$ cat config.mk
export PLATFORM = sky130hd
export DESIGN_NAME = lat_pipe5
export DESIGN_NICKNAME = d
export VERILOG_FILES = /design/src/rtl/lat_pipe5.sv
export SDC_FILE = /design/constraint.sdc
export NUM_CORES = 1
export LEC_CHECK = 0
export BUFFER_PORTS_ARGS = -buffer_cell sky130_fd_sc_hd__buf_2
export CORE_MARGIN = 4
export CORE_UTILIZATION = 52
export CTS_CLUSTER_SIZE = 12
export DETAILED_ROUTE_END_ITERATION = 16
export HOLD_SLACK_MARGIN = 0.08
export PLACE_DENSITY = 0.74
export SLEW_MARGIN = 15
export SYNTH_ARGS = -nofsm -noshare
export SYNTH_HDL_FRONTEND = slang
export SYNTH_SLANG_ARGS = --single-unit
$ cat constraint.sdc
create_clock -name clk -period 6.99 [get_ports clk]
set_input_delay 0.699 -clock clk [delete_from_list [all_inputs] [get_ports clk]]
set_output_delay 0.699 -clock clk [all_outputs]
set_load 0.01 [all_outputs]
$ cat src/rtl/lat_pipe5.sv
module lat_pipe5 #(
  parameter int               XLEN     = 32,
  parameter int               NREG     = 8,
  parameter int               CNT_W    = 32,
  parameter int               MISS_LAT = 3,
  parameter logic [XLEN-1:0]  RESET_PC = 32'h0000_1000,
  parameter logic [XLEN-1:0]  WIN_LO   = 32'h0000_1000,
  parameter logic [XLEN-1:0]  WIN_HI   = 32'h0000_4000
) (
  input  logic             clk,
  input  logic             rst,
  output logic [XLEN-1:0]  imem_addr,
  input  logic [31:0]      imem_rdata,
  output logic [XLEN-1:0]  dmem_addr,
  output logic             dmem_rd_en,
  output logic             dmem_wr_en,
  output logic [XLEN-1:0]  dmem_wdata,
  input  logic [XLEN-1:0]  dmem_rdata,
  output logic [CNT_W-1:0] retired_count,
  output logic [CNT_W-1:0] cycle_count
);
  localparam int RW    = $clog2(NREG);
  localparam int WW    = $clog2(MISS_LAT + 1);
  localparam int F_RD  = 27;
  localparam int F_RS1 = 27 - RW;
  localparam int F_RS2 = 27 - 2 * RW;
  localparam logic [3:0] OP_LD = 4'd1, OP_ST = 4'd2, OP_ADDI = 4'd3,
                         OP_ANDI = 4'd4, OP_ADD = 4'd5;
  localparam logic [WW-1:0] WLAST = WW'(MISS_LAT - 1);

  function automatic logic in_win(input logic [XLEN-1:0] a);
    return (a >= WIN_LO) && (a <= WIN_HI);
  endfunction
  function automatic logic is_real(input logic [3:0] op);
    return (op >= OP_LD) && (op <= OP_ADD);
  endfunction
  function automatic logic wr_rd(input logic [3:0] op);
    return (op == OP_LD) || (op == OP_ADDI) || (op == OP_ANDI) || (op == OP_ADD);
  endfunction
  function automatic logic src2(input logic [3:0] op);
    return (op == OP_ST) || (op == OP_ADD);
  endfunction

  logic [XLEN-1:0] pc;
  logic            d_v;
  logic [31:0]     d_ir;
  logic            e_v;
  logic [3:0]      e_op;
  logic [RW-1:0]   e_rd, e_rs1, e_rs2;
  logic [XLEN-1:0] e_imm;
  logic            m_v;
  logic [3:0]      m_op;
  logic [RW-1:0]   m_rd;
  logic [XLEN-1:0] m_res, m_sd;
  logic            w_v, w_wr;
  logic [RW-1:0]   w_rd;
  logic [XLEN-1:0] w_val;
  logic [XLEN-1:0] rf [NREG];
  logic [WW-1:0]   wcnt;
  logic [CNT_W-1:0] cyc, ret;

  logic [3:0]      d_op;
  logic [RW-1:0]   d_rs1, d_rs2;
  logic            interlock, slow_fetch, slow_data, freeze;
  logic [XLEN-1:0] opa, opb, alu;

  assign d_op  = d_ir[31:28];
  assign d_rs1 = d_ir[F_RS1 -: RW];
  assign d_rs2 = d_ir[F_RS2 -: RW];

  assign interlock = d_v && e_v && (e_op == OP_LD) &&
                     ((d_rs1 == e_rd) || (src2(d_op) && d_rs2 == e_rd));

  assign slow_fetch = !in_win(pc);
  assign slow_data  = m_v && (m_op == OP_LD || m_op == OP_ST) && !in_win(m_res);
  assign freeze     = (slow_fetch || slow_data) && (wcnt != WLAST);

  always_comb begin
    opa = rf[e_rs1];
    opb = rf[e_rs2];
    if (w_v && w_wr && w_rd == e_rs1) opa = w_val;
    if (w_v && w_wr && w_rd == e_rs2) opb = w_val;
    if (m_v && m_op != OP_LD && wr_rd(m_op) && m_rd == e_rs1) opa = m_res;
    if (m_v && m_op != OP_LD && wr_rd(m_op) && m_rd == e_rs2) opb = m_res;
    case (e_op)
      OP_ANDI: alu = opa & e_imm;
      OP_ADD:  alu = opa + opb;
      default: alu = opa + e_imm;
    endcase
  end

  assign imem_addr     = pc;
  assign dmem_addr     = m_res;
  assign dmem_wdata    = m_sd;
  assign dmem_rd_en    = m_v && (m_op == OP_LD);
  assign dmem_wr_en    = m_v && (m_op == OP_ST) && !freeze;
  assign retired_count = ret;
  assign cycle_count   = cyc;

  always_ff @(posedge clk) begin
    if (rst) begin
      pc   <= RESET_PC;
      d_v  <= 1'b0;
      e_v  <= 1'b0;
      m_v  <= 1'b0;
      w_v  <= 1'b0;
      wcnt <= '0;
      cyc  <= '0;
      ret  <= '0;
      for (int i = 0; i < NREG; i++) rf[i] <= '0;
    end else begin
      cyc  <= cyc + CNT_W'(1);
      if (w_v) ret <= ret + CNT_W'(1);
      if (w_v && w_wr) rf[w_rd] <= w_val;
      wcnt <= freeze ? wcnt + WW'(1) : '0;
      if (freeze) begin
        w_v <= 1'b0;
      end else begin
        w_v   <= m_v;
        w_wr  <= wr_rd(m_op);
        w_rd  <= m_rd;
        w_val <= (m_op == OP_LD) ? dmem_rdata : m_res;
        m_v   <= e_v;
        m_op  <= e_op;
        m_rd  <= e_rd;
        m_res <= alu;
        m_sd  <= opb;
        if (interlock) begin
          e_v <= 1'b0;
        end else begin
          e_v   <= d_v;
          e_op  <= d_op;
          e_rd  <= d_ir[F_RD -: RW];
          e_rs1 <= d_rs1;
          e_rs2 <= d_rs2;
          e_imm <= {{(XLEN-16){d_ir[15]}}, d_ir[15:0]};
          d_v   <= is_real(imem_rdata[31:28]);
          d_ir  <= imem_rdata;
          pc    <= pc + XLEN'(4);
        end
      end
    end
  end

  assert_fwd_safe_R4: assert property (@(posedge clk) disable iff (rst)
    !(m_v && m_op == OP_LD && e_v &&
      ((e_rs1 == m_rd) || (src2(e_op) && e_rs2 == m_rd))));

  assert_freeze_hold_R6: assert property (@(posedge clk) disable iff (rst)
    freeze |=> ($stable(imem_addr) && $stable(dmem_addr) && $stable(dmem_wdata)));

  assert_wb_bubble_R6: assert property (@(posedge clk) disable iff (rst)
    freeze |=> !w_v);

  assert_cycle_step_R8: assert property (@(posedge clk) disable iff (rst)
    1'b1 |=> (cycle_count == $past(cycle_count) + CNT_W'(1)));

  assert_retire_step_R7: assert property (@(posedge clk) disable iff (rst)
    1'b1 |=> (retired_count == $past(retired_count) ||
              retired_count == $past(retired_count) + CNT_W'(1)));

  generate
    if (MISS_LAT > 1) begin : g_slow_chk
      assert_slow_store_R5: assert property (@(posedge clk) disable iff (rst)
        (dmem_wr_en && !in_win(dmem_addr)) |-> $past(freeze));
    end
  endgenerate
endmodule

## Yosys cells after proc, flatten, opt, wreduce, memory -nomap -nowiden

Memories as Yosys holds them, arrays and structs flattened. A register that Yosys moved wholly into a read port is not among the register bits.
Index checks and enable logic that the tools add are counted.

| word-level totals | value |
|---|---|
| memories kept | 1 |
| register bits | 270 |
| output and inout bits | 162 |
| bits of input ports | 66 |
| memory bits (writable) | 256 |
| word-level logic and storage cells | 109 |

| cells by class | value |
|---|---|
| equal/unequal tests | 18 |
| bitwise logic cells | 4 |
| reduce and logical (&&, ||, !) cells | 36 |
| $lt $le $gt $ge | 6 |
| multiplexer cells | 17 |
| add/subtract/negate cells | 6 |

Memories:

| memory | words | bits a word | read ports | clocked after Yosys merged registers in | write ports | line | text |
|---|---|---|---|---|---|---|---|
| rf | 8 | 32 | 2 | 2 | 8 | 58 | `logic [XLEN-1:0] rf [NREG];` |

Operators with widths:

| cell | count |
|---|---|
| $mux W32 | 6 |
| $add A32 B1 Y32 const B | 2 |
| $add A32 B32 Y32 | 2 |
| $ge A32 B13 Y1 const B | 2 |
| $le A32 B15 Y1 const B | 2 |
| $pmux W32 S2 | 1 |
| $add A32 B3 Y32 const B | 1 |
| $and A32 B32 Y32 | 1 |
| $reduce_or A32 Y1 | 1 |
| $eq A4 B3 Y1 const B | 5 |
| $logic_and A1 B1 Y1 | 20 |
| $eq A3 B3 Y1 | 6 |
| $eq A4 B2 Y1 const B | 3 |
| $mux W3 | 3 |
| $eq A4 B1 Y1 const B | 2 |
| $logic_or A1 B1 Y1 | 7 |
| $mux W1 | 7 |
| $ge A4 B1 Y1 const B | 1 |
| $le A4 B3 Y1 const B | 1 |
| $ne A4 B1 Y1 const B | 1 |
| $reduce_and A2 Y1 | 2 |
| $reduce_or A2 Y1 | 2 |
| $logic_not A1 Y1 | 3 |
| $not A1 Y1 | 3 |
| 3 further kinds | 3 |

## Depth between registers and ports, before layout

Gate-level depths: netlist (run 1).

| depth | value |
|---|---|
| word-level depth | 9 |
| mapped depth | 20 |
| mapped depth without buffers | 18 |

## Least setup slack after synthesis (run 1)

OpenSTA, ideal clock, no wires.

| timing | value |
|---|---|
| kind | reg-to-reg |
| start point | register m_res[27], in the netlist dmem_addr[27] |
| end point | register m_res[0], in the netlist dmem_addr[0] (enable) |
| required time | 6,405 ps |
| buffers on the path | 0 |
| arrival | 6,441 ps |
| clock period less this slack | 7,026 ps |
| stages on the path, launching flop included | 6 |
| path slack | -36 ps |
| setup time | 585 ps |
| path through | edfxtp_1 or4_1 nor3_2 a31oi_1 o41ai_4 nor2b_1 |

| between the ends | value |
|---|---|
| cells in the longest elaborated chain, start to end | 8 |
| elaborated cells on any way between the ends | 9 |
| those cells by class | order compare (2); bitwise (1); reduce/logical (6) |

Ends and longest elaborated chain:

| element | line | text |
|---|---|---|
| from (decl) | 54 | `logic [XLEN-1:0] m_res, m_sd;` |
| from (signal assigned) | 126 | `m_res <= alu;` |
| $ge A32 B13 Y1 or $le A32 B15 Y1 (tied branches) | 32 | `return (a >= WIN_LO) && (a <= WIN_HI);` |
| $logic_and A1 B1 Y1 (*) | 32 |  |
| $logic_not A1 Y1 (*) | 75 | `assign slow_data = m_v && (m_op == OP_LD \|\| m_op == OP_ST) && !in_win(m_res);` |
| $logic_and A1 B1 Y1 (*) | 75 |  |
| $logic_or A1 B1 Y1 (*) | 76 | `assign freeze = (slow_fetch \|\| slow_data) && (wcnt != WLAST);` |
| $logic_and A1 B1 Y1 (*) | 76 |  |
| $not A1 Y1 (no line) (*) | -- |  |
| $reduce_and A2 Y1 (no line) (*) | -- |  |

Every way passes the cells marked *; elsewhere a longest branch is shown, timed or not.
A chain may end at the register's enable or synchronous reset.

## Final worst setup path (run 1)

| timing | value |
|---|---|
| start point | register w_rd[2] |
| end point | register m_res[30], in the netlist dmem_addr[30], data pin |

| between the ends | value |
|---|---|
| cells in the longest elaborated chain, start to end | 6 |
| elaborated cells on any way between the ends | 12 |
| those cells by class | add/sub (2); eq/ne (2); mux (5); bitwise (1); reduce/logical (2) |

Ends and longest elaborated chain:

| element | line | text |
|---|---|---|
| from (decl) | 56 | `logic [RW-1:0] w_rd;` |
| from (signal assigned) | 121 | `w_rd <= m_rd;` |
| $eq A3 B3 Y1 | 82 | `if (w_v && w_wr && w_rd == e_rs2) opb = w_val;` |
| $logic_and A1 B1 Y1 | 82 |  |
| $mux W32 | 82 |  |
| $mux W32 | 84 | `if (m_v && m_op != OP_LD && wr_rd(m_op) && m_rd == e_rs2) opb = m_res;` |
| net opb[0] | 65 | `logic [XLEN-1:0] opa, opb, alu;` |
| $add A32 B32 Y32 | 87 | `OP_ADD: alu = opa + opb;` |
| $pmux W32 S2 | 85 | `case (e_op)` |
| net alu[30] | 65 |  |

The timed path passes the listed nets, and every way through them passes these cells.

==> flow_metrics.py, run 1 <==
metrics = {
    "clocking": {
        "cts.root.buffer_cell": "clkbuf_16",
        "htree_levels": 2,
        "cts_tree": "done",
        "cts_resized": 0,
        "clock-sinks": 527,
        "path_clk_slew_ps": 60,
        "post_cts.repair.setup_buffers": 0,
        "cts_buffer_depth": 3,
        "hold_buffers": 0,
        "insertion_delay_ps": 610,
        "cts_buffers": 53,
    },
    "setup_path": {
        "worstSetupPathType": "flip-flop to flip-flop",
        "crit_path_end_kind": "flip-flop",
        "path_max_fanout": 31,
        "critPathArrivalTime_ps": 6030,
        "cp-start-kind": "flip-flop",
        "crit_required_ps": 7330,
    },
    "placed_design": {
        "place_congestion": 0.943,
        "pre_cts_ws_ps": 1450,
        "port_buffers": 222,
        "dp_cells": 2990,
        "dpl.hpwl_um": 47000,
    },
    "hold_path": {
        "hold_class": "input pin to flip-flop",
    },
    "drt": {
        "vias": 18800,
        "drc_errors": 0,
        "ant_nets": 0,
        "initialDrtViolationCount": 1844,
        "first_pass_iters": 6,
        "routed_wl_um": 72900,
        "vias_per_cell": 6.08,
        "wire_per_inst_um": 23.7,
    },
    "layout": {
        "final_cells": 3083,
        "regArea_sq_um": 14800,
        "diodes": 0,
        "fillers": 3999,
        "multi_input_area_sq_um": 11600,
        "layout-drive-gt1-share": 0.232,
        "finalNetCount": 2468,
        "syn_to_final_growth_pct": 12.9,
        "finalCoreUtilization": 0.593,
    },
    "power": {
        "power-per-cell-area_nw_per_um2": 250,
        "ir_drop_v": 0.000183,
        "total_power_mw": 7.60,
        "p_leak_nw": 11.7,
    },
    "floorplanning": {
        "dieArea_sq_um": 55500,
        "coreArea_sq_um": 51300,
        "fp-row-count": 83,
        "die_x_um": 236,
        "die_height_um": 236,
        "num_io_pins": 228,
        "initial_core_util": 0.525,
    },
    "global_routing": {
        "grt_max_degree": 98,
        "grt_pass1_vias": 19100,
        "grt_first_pass_wirelength_um": 112000,
        "gr-usage-all-layers": 0.258,
        "grt_overflow": 0,
        "antenna_found_initial": 1,
    },
    "yosys": {
        "synth-seq-area-share": 0.548,
        "synthArstFlopShare": 0,
        "yosys_warnings": 0,
        "ys_ff_latch": 527,
        "synth.distinct_cells": 64,
        "synth.avg_cell_area_sq_um": 12.4,
        "synth_edf_count": 421,
        "synth_area_leader_cell": "edfxtp_1",
        "synth_area_sq_um": 26900,
        "synth_area_leaders": "edfxtp_1 47%, mux4_2 11%, dfxtp_1 7.9%",
        "ys.flop_type": "edfxtp_1",
        "syn_inst": 2173,
        "netlist.area_leader.share": 0.470,
    },
    "sta": {
        "fin_ws_ps": 1310,
        "max_freq_mhz": 176,
        "setup-violations-final": 0,
        "maxSlewHeadroom": 0.285,
        "final-hold-violation-count": 0,
        "fin_worst_skew_ps": 24.2,
        "tightest_slew_ps": 1070,
        "fin_tns_setup_ps": 0,
        "rsz0062_at_grt": "no",
        "fin_crit_ps": 5680,
        "period_share": 0.813,
        "drv_slew": 0,
    },
    "run": {
        "maxCapViolations": 0,
    },
    "outcome": {
        "status": "finished, final reports clean",
    },
}
==> path summary, 6_finish.rpt <==
path	to	cells after the start	start	slack, ps
setup / recovery	dmem_addr[30]	16	w_rd[2]	1310
hold / removal	d_ir[0]	1	imem_rdata[0]	270
setup reg to reg	dmem_addr[30]	16	w_rd[2]	1310
hold reg to reg	e_imm[1]	0	d_ir[1]	410
==> sequential cells by signal, summed over array words and instances, names as in the netlist, 4 cells and up, named ones only <==
| name | count |
|---|---|
| d_ir | 29 |
| m_op | 4 |
| w_val | 32 |
| e_imm | 16 |
| cycle_count | 32 |
| dmem_wdata | 32 |
| retired_count | 32 |
| dmem_addr | 32 |
| e_op | 4 |
| rf | 256 |
| imem_addr | 30 |
==> report_power, final <==
part           total (mW)  internal [mW]  switching (mW)
Clock                2.66           1.49            1.17
Combinational        1.08          0.488           0.588
Sequential           3.87           3.61           0.260
==> cell usage in the layout, fill, tap and decap left out, drive strengths merged, types with 16 or more instances in the layout <==
cell type	count
and3	28
mux2	53
a211oi	26
clkbuf	79
mux4	128
buf	265
nor3	17
mux2i	66
dfxtp	106
inv	38
xnor2	33
o21ai	141
nand3	57
and2	264
nand4	16
nand2	163
a21oi	88
xor2	81
or3	23
edfxtp	421
ha	36
nor2	139
nor4	16
==> cell type report <==
class	instances	share of cell area
clock buffer	79	0.0485
clock inverter	14	0.00383
tap	680	0.0280
timing repair buffer	265	0.0477
inverter	37	0.00457
multi-input combinational	1481	0.381
sequential	527	0.486
==> through the flow <==
step	instance area, sq um	hold slack, ps
3_5_place_dp	28800	405
6_report	30400	269
4_1_cts	30400	232
5_1_grt	30400	233
2_1_floorplan	26900	390
3_3_place_gp	28800	401
==> cells in the mapped netlist (all sizes together) (26+ instances only) <==
cell      n
edfxtp  421
and2    264
nand2   163
o21ai   141
nor2    139
mux4    128
dfxtp   106
clkbuf  101
a21oi    88
xor2     81
mux2i    66
nand3    57
mux2     53
inv      37
ha       36
xnor2    33
and3     28
buf      28
a211oi   26
==> cell families (layout without fill, tap and decap cells) <==
kind of cell             count (synthesis)  in the layout  share of synthesized area
AND/OR/NAND/NOR                        767            767                      0.150
flip-flops                             527            527                      0.548
AO/OA/AOI/OAI                          314            314                     0.0682
multiplexers                           247            247                      0.154
buffers and inverters                  166            395                     0.0248
XOR/XNOR                               114            114                     0.0371
adder cells (fa/ha/maj)                 37             37                     0.0175
other                                    1              2                   0.000139
==> critical path, cell delays in order (launching register included) <==
cell and delay (ps):
edfxtp_1 520, xor2_1 210, or4_2 1050, o21ai_0 300, o21ai_0 130, mux2_2 290
ha_1 230, fa_1 440, a211oi_1 320, nor3_1 120, o2111ai_1 260, a21oi_1 240
nor4_1 540, o31ai_1 250, a31oi_1 250, xnor2_1 90, a22o_1 170
==> routing by layer <==
layer / track usage / vias up / wire [um]
met1: 0.319 / 9214 / 26800
met3: 0.0612 / 186 / 7060
met4: 0.101 / 2 / 2940
li1: - / 8411 / -
met2: 0.441 / 947 / 36100
met5: 0 / - / 8
(Power assumes the default switching activity.)
==> run 2, diff against run 1 <==
ABC_AREA = 1   (was unset)
PLACE_DENSITY = 0.71   (was 0.74)
clock period = 5.6 ns   (was 6.99 ns; I/O delays follow)
==> flow_metrics.py, run 2 <==
metrics = {
    "drt": {
        "wl_met1_um": 34200,
        "vias_per_cell": 5.95,
        "top_layer": "met5",
        "routed_wl_um": 91400,
        "drc_errors": 0,
        "route.met3.wl_um": 9190,
        "initialDrtViolationCount": 3200,
        "vias": 25900,
        "wire_per_inst_um": 21.0,
        "route.met2.wl_um": 42800,
        "first_pass_iters": 6,
        "ant_nets": 0,
    },
    "setup_path": {
        "path_cells": "clkinv_2 > buf_4 > nand2_1 > nand3_1 > nand2_1 > nand2_1 > a21oi_1 > o22ai_1 > ha_1 > nand2_1 > o21ai_0 > nor2_1 > inv_1 > nand2_1 > nand2_1 > nand2_1 > nand2_1 > nand2_1 > nand2_1 > nand2_1 > nand3_1 > nand2_1",
        "cp_num_buf_inv": 3,
        "rr_endpoint": "dmem_addr[29]",
        "cp_slowest_stage_delay_ps": 610,
        "crit_path_end_kind": "flip-flop",
        "cpMaxStageDelayCell": "dfxtp_4",
        "crit_required_ps": 6010,
        "worst_r2r_path_depth": 22,
        "regToRegSetupSlack_ps": 920,
        "path_max_fanout": 39,
        "crit_top_cell": "nand2_1",
        "worstSetupPathType": "flip-flop to flip-flop",
        "cp-start-kind": "flip-flop",
        "critPathArrivalTime_ps": 5090,
        "path_delay_family": "simple AND/OR/NAND/NOR gates",
    },
    "layout": {
        "layout-drive-gt1-share": 0.119,
        "top_register": "rf",
        "finalNetCount": 3711,
        "final_cell_mix": "635 x nand2_1, 598 x nor2_1, 421 x edfxtp_1, 284 x o21ai_0, 262 x a21oi_1",
        "finish.instance_area_sq_um": 32100,
        "largest_register_ffs": 256,
        "syn_to_final_growth_pct": 12.3,
        "layout_commonest_cell": "nand2_1",
    },
    "power": {
        "p_seq_frac": 0.361,
        "p_int_mw": 8.86,
        "total_power_mw": 15.2,
        "clkPwrFrac": 0.241,
        "p_leak_nw": 13.1,
        "swShare": 0.417,
        "ir_drop_v": 0.000289,
        "netSwitchingPower_mw": 6.33,
        "comb_power_share": 0.398,
        "power-per-cell-area_nw_per_um2": 473,
    },
    "sta": {
        "fin_crit_ps": 4680,
        "drv_slew": 0,
        "rsz0062_at_grt": "no",
        "fin_worst_skew_ps": 36.3,
        "fin_tns_setup_ps": 0,
        "final-hold-violation-count": 0,
        "holdWs_ps": 108,
        "period_share": 0.836,
        "setup-violations-final": 0,
        "tightest_slew_ps": 1250,
        "maxSlewHeadroom": 0.166,
        "max_freq_mhz": 214,
    },
    "placed_design": {
        "dpl.hpwl_um": 58600,
        "port_buffers": 222,
        "place_area_sq_um": 30100,
        "place_congestion": 0.968,
    },
    "yosys": {
        "synth-seq-area-share": 0.516,
        "synthArstFlopShare": 0,
        "yosysMostFrequentCell": "nand2_1",
        "synth_area_leader_cell": "edfxtp_1",
        "netlist.area_leader.share": 0.442,
        "ys_top_cells_by_count": "644 x nand2_1, 598 x nor2_1, 421 x edfxtp_1",
        "yosys_warnings": 0,
        "synth.avg_cell_area_sq_um": 8.30,
        "synth.distinct_cells": 58,
        "syn_inst": 3443,
        "ys_ff_latch": 527,
        "synth_area_sq_um": 28600,
        "synth_area_leaders": "edfxtp_1 44%, nand2_1 8.5%, nor2_1 7.9%",
        "synth_edf_count": 421,
        "ys.flop_type": "edfxtp_1",
    },
    "hold_path": {
        "hold_depth": 1,
        "hold_end": "d_ir[14]",
        "hold_class": "input pin to flip-flop",
        "hp-start": "imem_rdata[14]",
    },
    "global_routing": {
        "gr-usage-all-layers": 0.299,
        "grt_first_pass_wirelength_um": 139000,
        "grt_max_degree": 105,
        "antenna_found_initial": 4,
        "grt_pass1_vias": 24800,
        "grt_overflow": 0,
    },
    "clocking": {
        "clock-sinks": 527,
        "insertion_delay_ps": 650,
        "path_clk_slew_ps": 70,
        "cts_buffer_depth": 3,
        "cts.root.buffer_cell": "clkbuf_16",
        "cts_buffers": 57,
        "htree_levels": 2,
        "post_cts.repair.setup_buffers": 0,
        "cts_tree": "done",
    },
    "run": {
        "maxCapViolations": 0,
    },
    "floorplanning": {
        "die_x_um": 242,
        "initial_core_util": 0.528,
        "dieArea_sq_um": 58800,
        "die_height_um": 242,
        "coreArea_sq_um": 54100,
        "fp-row-count": 85,
        "num_io_pins": 228,
    },
    "outcome": {
        "status": "finished, final reports clean",
    },
}
-- run 2: cell types whose count changed in the layout (fill, tap and decap cells not counted), sizes merged, moves of 37 or more --
cell,delta
xor2,-46
mux2,-52
inv,+227
nand3,+194
and2,-264
mux2i,-66
mux4,-128
o21ai,+168
nand2,+488
a21oi,+174
o211ai,+37
nor2,+478
-- run 2: worst max-delay path by stage --
| stage | slack (ps) | depth (start not counted) | start | end |
|---|---|---|---|---|
| 2_1_floorplan | 1640 | 11 | imem_addr[2] | dmem_addr[0] |
| 3_3_place_gp | 1220 | 21 | w_rd[1] | dmem_addr[19] |
| 3_5_place_dp | 1130 | 22 | flip-flop | dmem_addr[29] |
| 4_1_cts | 1130 | 18 | flip-flop | dmem_addr[27] |
| 5_1_grt | 640 | 22 | flip-flop | dmem_addr[29] |
| 6_report | 920 | 22 | flip-flop | dmem_addr[29] |
-- run 2: what timing repair did --
action	in CTS	in global routing
endpoints found under the hold margin	20	0
gates resized for setup	0	0
hold buffers	20	0
-- run 2: cell families after synthesis --
group,count (synthesis),share of synthesized area
XOR/XNOR,51,0.0156
flip-flops,527,0.516
other,1,0.000131
AO/OA/AOI/OAI,714,0.140
adder cells (fa/ha/maj),37,0.0165
AND/OR/NAND/NOR,1650,0.243
buffers and inverters,462,0.0682
multiplexers,1,0.000394
-- run 2: area by class of cell --
cell class                      instances  area [sq um]
Tap cell                              696           871
Clock buffer                           82          1550
Inverter                              276          1040
Clock inverter                         23           235
Fill cell                            4843         22000
Timing Repair Buffer                  291          1720
Multi-Input combinational cell       2455         11900
Antenna cell                            2          5.00
Sequential cell                       527         14800
-- run 2: power by group through the flow --
stage               logic (mW)  clock network (mW)  registers [mW]
finish                    6.04                3.67            5.48
global route              6.57                3.86            5.53
floorplan                 3.90                   0            5.45
global placement          5.78                   0            5.55
CTS                       5.87                3.69            5.48
detailed placement        5.82                   0            5.56
-- run 2: per-layer routing --
layer	track usage	vias to the layer above
met5	0	-
met2	0.493	1503
met3	0.0518	265
met4	0.160	4
li1	-	12100
met1	0.376	12000
-- run 2: per-stage QoR --
step | setup slack [ps] | utilization | instances
after floorplan | 1640 | - | 3444
final | 918 | 0.593 | 4352
after global placement | 1220 | 0.556 | 4225
after CTS | 1130 | 0.593 | 4350
after detailed placement | 1130 | 0.556 | 4225
after global routing | 645 | 0.593 | 4350
